File: src/rtl/bank_mapper_pkg.sv
`timescale 1ns/1ps
package bank_mapper_pkg;

    localparam int WR_ADDR_W     = 5;
    localparam int NUM_BANK_REGS = 11;
    localparam int NUM_CHR_REGS  = 8;
    localparam int NUM_PRG_WIN   = 4;
    localparam int NUM_CHR_WIN   = 8;

    localparam logic [WR_ADDR_W-1:0] MODE_ADDR  = 5'h10;
    localparam logic [WR_ADDR_W-1:0] OUTER_ADDR = 5'h11;

    typedef enum logic [1:0] {
        MIR_VERT     = 2'd0,
        MIR_HORZ     = 2'd1,
        MIR_SCREEN_A = 2'd2,
        MIR_SCREEN_B = 2'd3
    } mirror_e;

    typedef struct packed {
        mirror_e mirror;
        logic    prg_pair16;
    } mode_t;

    typedef struct packed {
        mode_t                          mode;
        logic [5:0]                     outer;
        logic [NUM_BANK_REGS-1:0][7:0]  bank;
    } map_state_t;

    // Registers feeding each 2 KB character region: 0, 1, 6, 7
    function automatic int chr_pair_source(int region);
        return (region < 2) ? region : region + 4;
    endfunction

    function automatic logic addr_is_live(logic [WR_ADDR_W-1:0] a);
        return (a < WR_ADDR_W'(NUM_BANK_REGS)) || (a == MODE_ADDR) || (a == OUTER_ADDR);
    endfunction

endpackage

File: src/rtl/bm_regfile.sv
`timescale 1ns/1ps
module bm_regfile
    import bank_mapper_pkg::*;
(
    input  logic                 clk,
    input  logic                 rst,
    input  logic                 wr_en,
    input  logic [WR_ADDR_W-1:0] wr_addr,
    input  logic [7:0]           wr_data,
    output map_state_t           state
);

    always_ff @(posedge clk) begin
        if (rst) begin
            state <= '0;
        end else if (wr_en) begin
            if (wr_addr == MODE_ADDR) begin
                state.mode.mirror     <= mirror_e'(wr_data[1:0]);
                state.mode.prg_pair16 <= wr_data[6];
            end else if (wr_addr == OUTER_ADDR) begin
                state.outer <= wr_data[5:0];
            end else begin
                for (int r = 0; r < NUM_BANK_REGS; r++) begin
                    if (wr_addr == WR_ADDR_W'(r)) begin
                        state.bank[r] <= wr_data;
                    end
                end
            end
        end
    end

    // a disabled write or a stray address leaves all state untouched
    a_r8_stray_write_ignored: assert property (@(posedge clk) disable iff (rst)
        (!wr_en || !addr_is_live(wr_addr)) |=> $stable(state));

endmodule

File: src/rtl/bm_prg_gen.sv
`timescale 1ns/1ps
module bm_prg_gen
    import bank_mapper_pkg::*;
#(
    parameter int PRG_BANKS_8K = 64,
    parameter int PRG_W        = 6
) (
    input  logic                              pair16,
    input  logic [5:0]                        outer,
    input  logic [2:0][7:0]                   sel8k,
    output logic [NUM_PRG_WIN-1:0][PRG_W-1:0] prg
);

    localparam logic [PRG_W-1:0] LAST_BANK = PRG_W'(PRG_BANKS_8K - 1);

    for (genvar w = 0; w < NUM_PRG_WIN; w++) begin : g_win
        logic [7:0]       half16;
        logic [PRG_W-1:0] paired;
        logic [PRG_W-1:0] single;

        if (w < 2) begin : g_low
            assign half16 = {2'b00, outer};
        end else begin : g_high
            assign half16 = {2'b00, outer[5:4], 4'hF};
        end

        assign paired = PRG_W'(int'(half16) * 2 + (w % 2));

        if (w < 3) begin : g_free
            assign single = PRG_W'(int'(sel8k[w]));
        end else begin : g_fixed
            assign single = LAST_BANK;
        end

        assign prg[w] = pair16 ? paired : single;
    end

endmodule

File: src/rtl/bm_chr_gen.sv
`timescale 1ns/1ps
module bm_chr_gen
    import bank_mapper_pkg::*;
#(
    parameter int CHR_BANKS_1K = 1024,
    parameter int CHR_W        = 10
) (
    input  logic                              two_k,
    input  logic [1:0]                        outer_hi,
    input  logic [NUM_CHR_REGS-1:0][7:0]      regs,
    output logic [NUM_CHR_WIN-1:0][CHR_W-1:0] chr
);

    for (genvar i = 0; i < NUM_CHR_WIN; i++) begin : g_win
        localparam int SRC = chr_pair_source(i / 2);
        logic [CHR_W-1:0] fine_bank;
        logic [CHR_W-1:0] pair_bank;

        assign fine_bank = CHR_W'(int'({outer_hi, regs[i]}));
        assign pair_bank = CHR_W'(int'(regs[SRC]) * 2 + (i % 2));
        assign chr[i]    = two_k ? pair_bank : fine_bank;
    end

endmodule

File: src/rtl/bank_mapper.sv
`timescale 1ns/1ps
module bank_mapper
    import bank_mapper_pkg::*;
#(
    parameter int PRG_BANKS_8K = 64,
    parameter int CHR_BANKS_1K = 1024,
    localparam int PRG_W = $clog2(PRG_BANKS_8K),
    localparam int CHR_W = $clog2(CHR_BANKS_1K)
) (
    input  logic                              clk,
    input  logic                              rst,
    input  logic                              wr_en,
    input  logic [4:0]                        wr_addr,
    input  logic [7:0]                        wr_data,
    input  logic                              cfg_chr2k,
    input  logic                              cfg_chr2k_off,
    output logic [NUM_PRG_WIN-1:0][PRG_W-1:0] prg_bank,
    output logic [NUM_CHR_WIN-1:0][CHR_W-1:0] chr_bank,
    output logic [1:0]                        mirror
);

    map_state_t state;
    logic       chr_two_k;

    bm_regfile u_regs (
        .clk     (clk),
        .rst     (rst),
        .wr_en   (wr_en),
        .wr_addr (wr_addr),
        .wr_data (wr_data),
        .state   (state)
    );

    bm_prg_gen #(
        .PRG_BANKS_8K (PRG_BANKS_8K),
        .PRG_W        (PRG_W)
    ) u_prg (
        .pair16 (state.mode.prg_pair16),
        .outer  (state.outer),
        .sel8k  (state.bank[10:8]),
        .prg    (prg_bank)
    );

    assign chr_two_k = cfg_chr2k && !cfg_chr2k_off;

    bm_chr_gen #(
        .CHR_BANKS_1K (CHR_BANKS_1K),
        .CHR_W        (CHR_W)
    ) u_chr (
        .two_k    (chr_two_k),
        .outer_hi (state.outer[5:4]),
        .regs     (state.bank[7:0]),
        .chr      (chr_bank)
    );

    assign mirror = state.mode.mirror;

    // a mode write shows on the mirroring output right after the edge
    a_r10_mode_visible: assert property (@(posedge clk) disable iff (rst)
        (wr_en && wr_addr == MODE_ADDR) |=> (mirror == $past(wr_data[1:0])));

    // mirroring moves only on a mode write
    a_r2_mirror_hold: assert property (@(posedge clk) disable iff (rst)
        !(wr_en && wr_addr == MODE_ADDR) |=> $stable(mirror));

    // in paired layout each 16 KB half is an even/odd 8 KB couple
    for (genvar h = 0; h < 2; h++) begin : g_prg_chk
        a_r4_half_pairing: assert property (@(posedge clk) disable iff (rst)
            state.mode.prg_pair16 |->
                (prg_bank[2*h][0] == 1'b0) && (prg_bank[2*h+1] == (prg_bank[2*h] | PRG_W'(1))));
    end

    // in 2 KB mode each region is an even/odd 1 KB couple
    for (genvar p = 0; p < 4; p++) begin : g_chr_chk
        a_r6_region_pairing: assert property (@(posedge clk) disable iff (rst)
            chr_two_k |->
                (chr_bank[2*p][0] == 1'b0) && (chr_bank[2*p+1] == (chr_bank[2*p] | CHR_W'(1))));
    end

    // in 1 KB mode all windows share the outer-derived high bits
    if (CHR_W > 8) begin : g_chr_high_chk
        for (genvar i = 1; i < NUM_CHR_WIN; i++) begin : g_win
            a_r5_shared_high_bits: assert property (@(posedge clk) disable iff (rst)
                !chr_two_k |-> (chr_bank[i][CHR_W-1:8] == chr_bank[0][CHR_W-1:8]));
        end
    end

endmodule

File: config.mk
export PLATFORM = sky130hd
export DESIGN_NAME = bank_mapper
export DESIGN_NICKNAME = d
export VERILOG_FILES = /design/src/rtl/bank_mapper_pkg.sv /design/src/rtl/bm_regfile.sv /design/src/rtl/bm_prg_gen.sv /design/src/rtl/bm_chr_gen.sv /design/src/rtl/bank_mapper.sv
export SDC_FILE = /design/constraint.sdc
export NUM_CORES = 1
export LEC_CHECK = 0
export ABC_AREA = 1
export ABC_CLOCK_PERIOD_IN_PS = 1100
export BUFFER_PORTS_ARGS = -buffer_cell sky130_fd_sc_hd__buf_2
export CAP_MARGIN = 20
export CORE_ASPECT_RATIO = 1.5
export CORE_MARGIN = 4
export CORE_UTILIZATION = 40
export CTS_CLUSTER_DIAMETER = 50
export CTS_CLUSTER_SIZE = 25
export DETAILED_ROUTE_END_ITERATION = 7
export PLACE_DENSITY = 0.69
export SLEW_MARGIN = 20
export SYNTH_ARGS = -nofsm -noshare
export SYNTH_HDL_FRONTEND = slang
export SYNTH_SLANG_ARGS = --single-unit
File: constraint.sdc
create_clock -name clk -period 1.1 [get_ports clk]
set_input_delay 0.11 -clock clk [delete_from_list [all_inputs] [get_ports clk]]
set_output_delay 0.11 -clock clk [all_outputs]
set_load 0.05 [all_outputs]
# Word level (Yosys, flattened, before mapping)
# Index checks and enable logic that the tools add are counted.
# word_totals
ff_bits	91
latch_bits	0
ram_bits	0
rom_bits	0
in_bits	18
mem_count	0
# op_classes
add_sub_neg	6
multipliers	0
n_div	0
n_lt_le_gt_ge	0
n_eq_ne	12
shift	0
muxes	12
n_bitwise	2
reduce_logical	16
# ops
cell	count
$mux W10	8
$reduce_and A4 Y1	11
$add A9 B1 Y10 const B	4
$mux W6	4
$eq A5 B3 Y1 const B	4
$eq A5 B4 Y1 const B	3
$add A6 B1 Y6 const B	2
$eq A5 B2 Y1 const B	2
$eq A5 B5 Y1 const B	2
$eq A5 B1 Y1 const B	1
$logic_not A5 Y1	1
$reduce_and A3 Y1	1
$not A1 Y1	2
$reduce_and A2 Y1	1
$logic_and A1 B1 Y1	1
$logic_not A1 Y1	1

# Logic depth before layout (Yosys ltp)
# Gate-level depths: netlist of the first run.
# depth
word_depth	3
ltp_mapped	8

# Cells and area by module
# A second synthesis of the first run with hierarchy kept.
# unflattened
cells_unflattened	710
hier_area_um2	4718.3
# modules_own_cells
module	n_inst	cells_each	area_each_um2
bm_regfile	1	475	3684.8
bm_chr_gen	1	186	800.8
bm_prg_gen	1	47	222.7
bank_mapper	1	2	10.0

# Worst setup path before layout of the first run
# OpenSTA, ideal clock, no wires.
# synth_timing
kind	input-to-output
start	in cfg_chr2k
end	out chr_bank[18] (netlist name)
t_arrival_ns	2.091
required_time_ns	0.990
setup_slack_ns	-1.101
path_stages	5
n_path_buf	1
cell_sequence	inv_1 > nor2_2 > clkinv_1 > o21ai_0 > buf_4
# synth_lines
element	line_no	rtl
start, declared	bank_mapper.sv:15	input logic cfg_chr2k,
end, declared	bank_mapper.sv:18	output logic [NUM_CHR_WIN-1:0][CHR_W-1:0] chr_bank,

==> results of run 1 <==
[worst max path at each step]
| stage | endpoint | slack, ns | cells past startpoint |
|---|---|---|---|
| floorplan | chr_bank[69] | -0.07 | 5 |
| global placement | chr_bank[47] | -0.33 | 7 |
| global route | chr_bank[48] | -0.35 | 8 |
| CTS | prg_bank[14] | -0.28 | 3 |
| finish | chr_bank[48] | -0.37 | 3 |
| detailed placement | chr_bank[47] | -0.34 | 7 |
[kinds of logic after synthesis]
kind of cell    count (synthesis)
compound gates                102
simple gates                  383
flops                          91
buf+inv                       109
other cells                     1
[final cells by class]
cell class	instances	area [um2]
diodes	1	2.50
inverters	50	228
fillers	557	2210
clock inverters	7	77.6
flip-flops and latches	91	1930
multi-input cells	490	3500
clock buffers	9	225
repair inverters	2	32.5
repair buffers	215	2670
well taps	147	184
[per-stage QoR]
step                std cells  power, uW  util [%]  setup TNS (ns)
global route             1012       8210      80.0          -18.13
detailed placement        952       4300      52.2          -20.56
finish                   1012       8050      80.0          -16.17
floorplan                 690       4010         -           -1.62
global placement          952       4280      52.2          -18.38
CTS                      1002       7790      73.3          -13.37
[tightest hold or removal path, cell delays in order]
cell and delay, ns:
buf_2 0.19, nand3_1 0.13, a21oi_1 0.06
[metal layers]
metal  part of all wire [%]  track usage (%)  wire length (um)  vias up
met5                      0                0                 0        -
met4                     10             24.2              2650        0
met3                     11             7.39              2850      211
met2                     47             53.1             12000      500
met1                     32             32.0              8200     2792
li1                       -                -                 -     2487
[timing repair]
action                     CTS  global route
gates cloned                 9             1
setup buffers               25            15
pin swaps                   42            38
setup endpoints to repair   99            99
gates resized for setup    504           153
[cells in the final DEF, fill, tap and decap left out, drive strengths merged, types with 3 or more instances in the layout]
cell	count
dfxtp	91
a21oi	60
nand3	54
buf	214
conb	5
clkbuf	10
or2	9
nand4	3
nand2	237
o21ai	42
clkinv	8
nor2	80
inv	49
[power groups by stage]
stage	Sequential [uW]	Clock, uW	Combinational [uW]
global placement	3420	0	863
CTS	3330	3180	1290
global route	3320	3360	1520
detailed placement	3420	0	874
floorplan	3410	0	601
finish	3320	3240	1490
[synth_stat cells (2+ instances only)]
cell type / instances
clkinv_1: 2
o21ai_0: 42
a21oi_1: 60
nor2_1: 58
nor2_4: 5
dfxtp_1: 91
buf_4: 23
or2_2: 9
inv_1: 46
nand4_1: 2
clkbuf_1: 27
nand2_2: 6
buf_2: 8
inv_2: 2
nand3_1: 52
nor2_2: 16
nand2_1: 231
==> results.toml, run 1 <==
[run_status]
outcome = "complete, but fails checks"
violations = "setup timing"

[synthesis]
synth_xor_area_share_pct = 0
syn_area_per_cell_um2 = 6.58
synth_top_family_by_area = "simple AND/OR/NAND/NOR gates"
yosys.cell_types.count = 23
synth_compound_area_share_pct = 11.3
yosysSeqAreaShare_pct = 40.3
synth_area_leaders = "dfxtp_1 (40%), nand2_1 (19%), a21oi_1 (6.6%), nand3_1 (5.8%), nor2_1 (4.8%)"
synthSimpleGateAreaFrac_pct = 36.9
synthAdderAreaFrac_pct = 0
synth_edf_count = 0
synthCells = 686
ys_dominant_reg_cell = "dfxtp_1"
yosysTopAreaCell = "dfxtp_1"
postSynth.asyncResetShare_pct = 0
yosys_warnings = 0
synth_top_area_share_pct = 40.3
ys_ff_latch = 91
synth_area_mm2 = 0.00452
muxShareOfSynthArea_pct = 0

[routing]
drt-pass1-iter-count = 7
routed_wl_mm = 25.7
drt_iter0_drc = 829
avgViaCountPerCell = 5.92
post-route-drc-count = 0
wl_per_cell_um = 25.4
detail-route-antenna-nets = 0
vias = 5990

[clocking]
cts_root_buf = "clkbuf_16"
cts_buffers = 9
clk_latency_ns = 0.35
tritoncts = "yes"
cts_htree_levels = 3
postCtsHoldBufs = 0
clk_path_buf_depth = 2
path_clk_slew_ns = 0.07
cts.sinks = 91

[sta]
rsz0062_at_grt = "true"
fin_ws_ns = -0.367
finalCritPeriodShare_pct = 133
finalCriticalPeriod_ns = 1.47
skew_ns = 0
slew_viol_final = 0
hold_viol_final = 0
holdWs_ns = 0.197
maxSlewHeadroom_pct = 52.5
fmax_mhz = 681
setup_violations = 100
worst_pin_slew_ns = 0.705

[setup_path]
cp_top_family = "flip-flops"
critPathMaxStageDelay_ns = 0.36
critPathCaptureType = "output pin"
start_kind = "flip-flop"
cp_max_fo = 2
timing.rr.end = "u_regs.state[31]"
startpoint = "u_regs.state[55]"
worstPathCellList = "inv_4, o21ai_4, buf_6"
r2r_start = "u_regs.state[31]"
cp.arrival_ns = 1.36
crit_slowest_cell = "dfxtp_2"
required_ns = 0.99
reg2regPathDepth = 2
path_buf_inv = 2
path_class = "reg2out"
r2r_slack_ns = 0.15

[final_layout]
area_growth_pct = 95.9
layout-drive-gt1-share_pct = 56.8
final_cell_area_mm2 = 0.00885
largest_reg_flops = 91
reg_top3 = "u_regs.state x91"
nNetsFinal = 877
top_register = "u_regs.state"

[grt]
first_global_vias = 5664
grt-ovfl-total = 0
grt_pass1_wl_mm = 31.3
grt_start_max_net_pins = 31
antenna_found_initial = 1
grt_usage_pct = 31.2

[die]
start_util_pct = 40.9
fp.dieH_um = 138
pin_count = 124
dieArea_mm2 = 0.0131
core-area_mm2 = 0.0111
rows = 47
die_w_um = 94.8

[power]
swShare_pct = 30.2
p_sw_uw = 2430
combPwrFrac_pct = 18.5
clockPowerShare_pct = 40.3
pwr-share-seq_pct = 41.3
p_leak_uw = 0.00386
ir_drop_uv = 1170
internal_power_uw = 5620
power_density_mw_per_mm2 = 910

[hold_path]
worst_hold_startpoint = "wr_data[7]"
hold_depth = 3
hold_path_class = "in2reg"
holdPathEnd = "u_regs.state[55]"

[placed_design]
postPlaceCellArea_mm2 = 0.00577
place_ws_ns = -0.338
place_hpwl_mm = 10.9
port_buffers = 118
gp_congestion = 0.849

[job]
cap_violations = 0
Power figures use the tool's default switching activity.
==> inputs of run 2 (changes only) <==
--- a/config.mk
+++ b/config.mk
@@ -5,7 +5,6 @@
 export SDC_FILE = /design/constraint.sdc
 export NUM_CORES = 1
 export LEC_CHECK = 0
-export ABC_AREA = 1
 export ABC_CLOCK_PERIOD_IN_PS = 1100
 export BUFFER_PORTS_ARGS = -buffer_cell sky130_fd_sc_hd__buf_2
 export CAP_MARGIN = 20
==> run 2 against run 1 <==
Die area up 1.4%. The run still ends with setup timing left. Global-route usage down 7.7 points. Flip-flop and latch count unchanged. Worst hold slack better by 0.010 ns. Fmax up 3.5%.
==> results.toml, run 2 <==
[run_status]
outcome = "complete, but fails checks"
violations = "setup timing"

[synthesis]
netlist_top_cells_count = "nand2_1 (158), nand2b_1 (105), dfxtp_1 (91), mux2i_1 (91), clkbuf_1 (26)"
synth_area_mm2 = 0.00458
ys_ff_latch = 91
synthSimpleGateAreaFrac_pct = 32.2
synthCells = 551
yosysSeqAreaShare_pct = 39.7
synth_compound_area_share_pct = 1.20
synth_xor_area_share_pct = 0
synthAdderAreaFrac_pct = 0
postSynth.asyncResetShare_pct = 0
synth.most_common_cell = "nand2_1"
yosys.cell_types.count = 22
muxShareOfSynthArea_pct = 19.9
synth_area_leaders = "dfxtp_1 (40%), mux2i_1 (20%), nand2b_1 (14%), nand2_1 (13%), buf_4 (2.9%)"
yosys_warnings = 0
synth_edf_count = 0
ys_dominant_reg_cell = "dfxtp_1"
yosysTopAreaCell = "dfxtp_1"
synth_top_area_share_pct = 39.7
syn_area_per_cell_um2 = 8.32
synth_top_family_by_area = "simple AND/OR/NAND/NOR gates"

[placed_design]
port_buffers = 118
place_hpwl_mm = 9.18
gp_congestion = 0.843

[clocking]
clk_path_buf_depth = 2
cts.sinks = 91
tritoncts = "yes"
cts_root_buf = "clkbuf_16"
cts_htree_levels = 3
clk_latency_ns = 0.34
cts_buffers = 9
path_clk_slew_ns = 0.06

[hold_path]
hold_path_class = "in2reg"
worst_hold_startpoint = "wr_data[1]"
holdPathEnd = "u_regs.state[25]"
hold_depth = 4

[die]
rows = 47
core-area_mm2 = 0.0111
start_util_pct = 41.2
die_w_um = 95.4
dieArea_mm2 = 0.0133
pin_count = 124
fp.dieH_um = 139

[final_layout]
layout_common_cells = "nand2b_1 (100), mux2i_1 (91), buf_8 (84), nand2_4 (71), nand2_2 (44)"
diodes = 0
final_common_cell = "nand2b_1"
multi_input_area_mm2 = 0.00352
nNetsFinal = 713
final_util_pct = 75.5
top_register = "u_regs.state"
reg_top3 = "u_regs.state x91"
seqCellArea_mm2 = 0.00194
layout-drive-gt1-share_pct = 58.2
nFillCells = 654
largest_reg_flops = 91
area_growth_pct = 83.0

[setup_path]
path_buf_inv = 3
required_ns = 0.99
reg2regPathDepth = 4
worstPathCellList = "buf_12, buf_12, o21ai_4, buf_8"
cp_max_fo = 7
r2r_start = "u_regs.state[94]"
crit_slowest_cell = "dfxtp_4"
startpoint = "u_regs.state[94]"
critPathMaxStageDelay_ns = 0.37
timing.rr.end = "u_regs.state[94]"
r2r_slack_ns = 0.17
critPathCaptureType = "output pin"
cp.arrival_ns = 1.31
cp_top_family = "buffers and inverters"
cpMostUsedCell = "buf_12"
path_class = "reg2out"
start_kind = "flip-flop"

[power]
ir_drop_uv = 966
total_power_uw = 7390
power_density_mw_per_mm2 = 881
p_leak_uw = 0.00412

[sta]
hold_viol_final = 0
rsz0062_at_grt = "true"
setup_violations = 91
skew_ns = 0
finalCriticalPeriod_ns = 1.42
slew_viol_final = 0
fin_ws_ns = -0.318
maxSlewHeadroom_pct = 65.3
finalCritPeriodShare_pct = 129
worst_pin_slew_ns = 0.521
fmax_mhz = 705
tns_ns = -11.25

[job]
cap_violations = 0

[routing]
vias = 4415
drt-pass1-iter-count = 4
avgViaCountPerCell = 5.22
drt_iter0_drc = 215
wl_per_cell_um = 19.8
post-route-drc-count = 0
routed_wl_mm = 16.7
detail-route-antenna-nets = 0

[grt]
antenna_found_initial = 0
grt_usage_pct = 23.6
grt-ovfl-total = 0
first_global_vias = 4556
grt_start_max_net_pins = 33
grt_pass1_wl_mm = 24.1
-- run 2: changes by cell type in the layout (fill, tap and decap cells not counted), moves of 18 or more --
cell      previous run  this run
nand2b_1             0       100
mux2i_1              0        91
nand2_1            108        31
a21oi_1             60         0
nand3_1             52         0
nor2_1              51         2
buf_6               51        19
nand2_2             23        44
buf_8               64        84
buf_4               52        34
nand2_4             89        71
-- run 2: worst max path at each step --
stage / end / slack (ns) / cells past startpoint
final: prg_bank[1] / -0.32 / 4
after CTS: prg_bank[1] / -0.32 / 4
after detailed placement: u_regs.state[38] / -0.18 / 5
after floorplan: prg_bank[0] / -0.05 / 1
after global placement: chr_bank[33] / -0.19 / 6
after global routing: prg_bank[4] / -0.35 / 4
-- run 2: through the flow --
| stage | cell area, um2 | hold WS [ns] | std cells | worst slack (ns) |
|---|---|---|---|---|
| after floorplan | 4880 | 0.303 | 555 | -0.0503 |
| after global placement | 5710 | 0.454 | 801 | -0.188 |
| after detailed placement | 5710 | 0.460 | 801 | -0.180 |
| after CTS | 7540 | 0.183 | 840 | -0.315 |
| after global routing | 8390 | 0.241 | 846 | -0.348 |
| final | 8390 | 0.207 | 846 | -0.318 |
-- run 2: routing by layer --
layer / track usage [%] / up-vias / routed length (um)
met1: 26.3 / 2204 / 5910
li1: - / 2022 / -
met4: 10.3 / 0 / 454
met2: 41.5 / 150 / 9510
met3: 5.81 / 39 / 832
met5: 0 / - / 0
-- run 2: repair_timing --
| item | CTS | global route |
|---|---|---|
| gates cloned | 6 | 2 |
| setup endpoints to repair | 99 | 99 |
| hold buffers | 0 | 0 |
| gates resized for setup | 397 | 184 |
| pin swaps | 30 | 51 |
| setup buffers | 18 | 7 |
-- run 2: cell type report --
class	count	share of cell area, %
inverters	11	0.492
repair buffers	182	28.8
clock inverters	3	0.477
flip-flops and latches	91	23.2
clock buffers	12	2.82
well taps	147	2.19
multi-input cells	400	42.0
-- run 2: power breakdown --
group	total, uW	leakage (uW)	switching (uW)	internal (uW)
clock network	3030	0.000136	1280	1750
logic	1070	0.00322	609	463
registers	3290	0.000765	28.9	3260
-- run 2: worst min-delay path, cell delays in order --
cell,delay (ns)
buf_2,0.09
nand2b_1,0.09
buf_4,0.14
mux2i_1,0.06
-- run 2: logic make-up (layout without fill, tap and decap cells) --
group / count (synthesis) / count (layout)
other cells: 1 / 5
simple gates: 293 / 293
flops: 91 / 91
compound gates: 11 / 11
mux: 91 / 91
buf+inv: 64 / 208
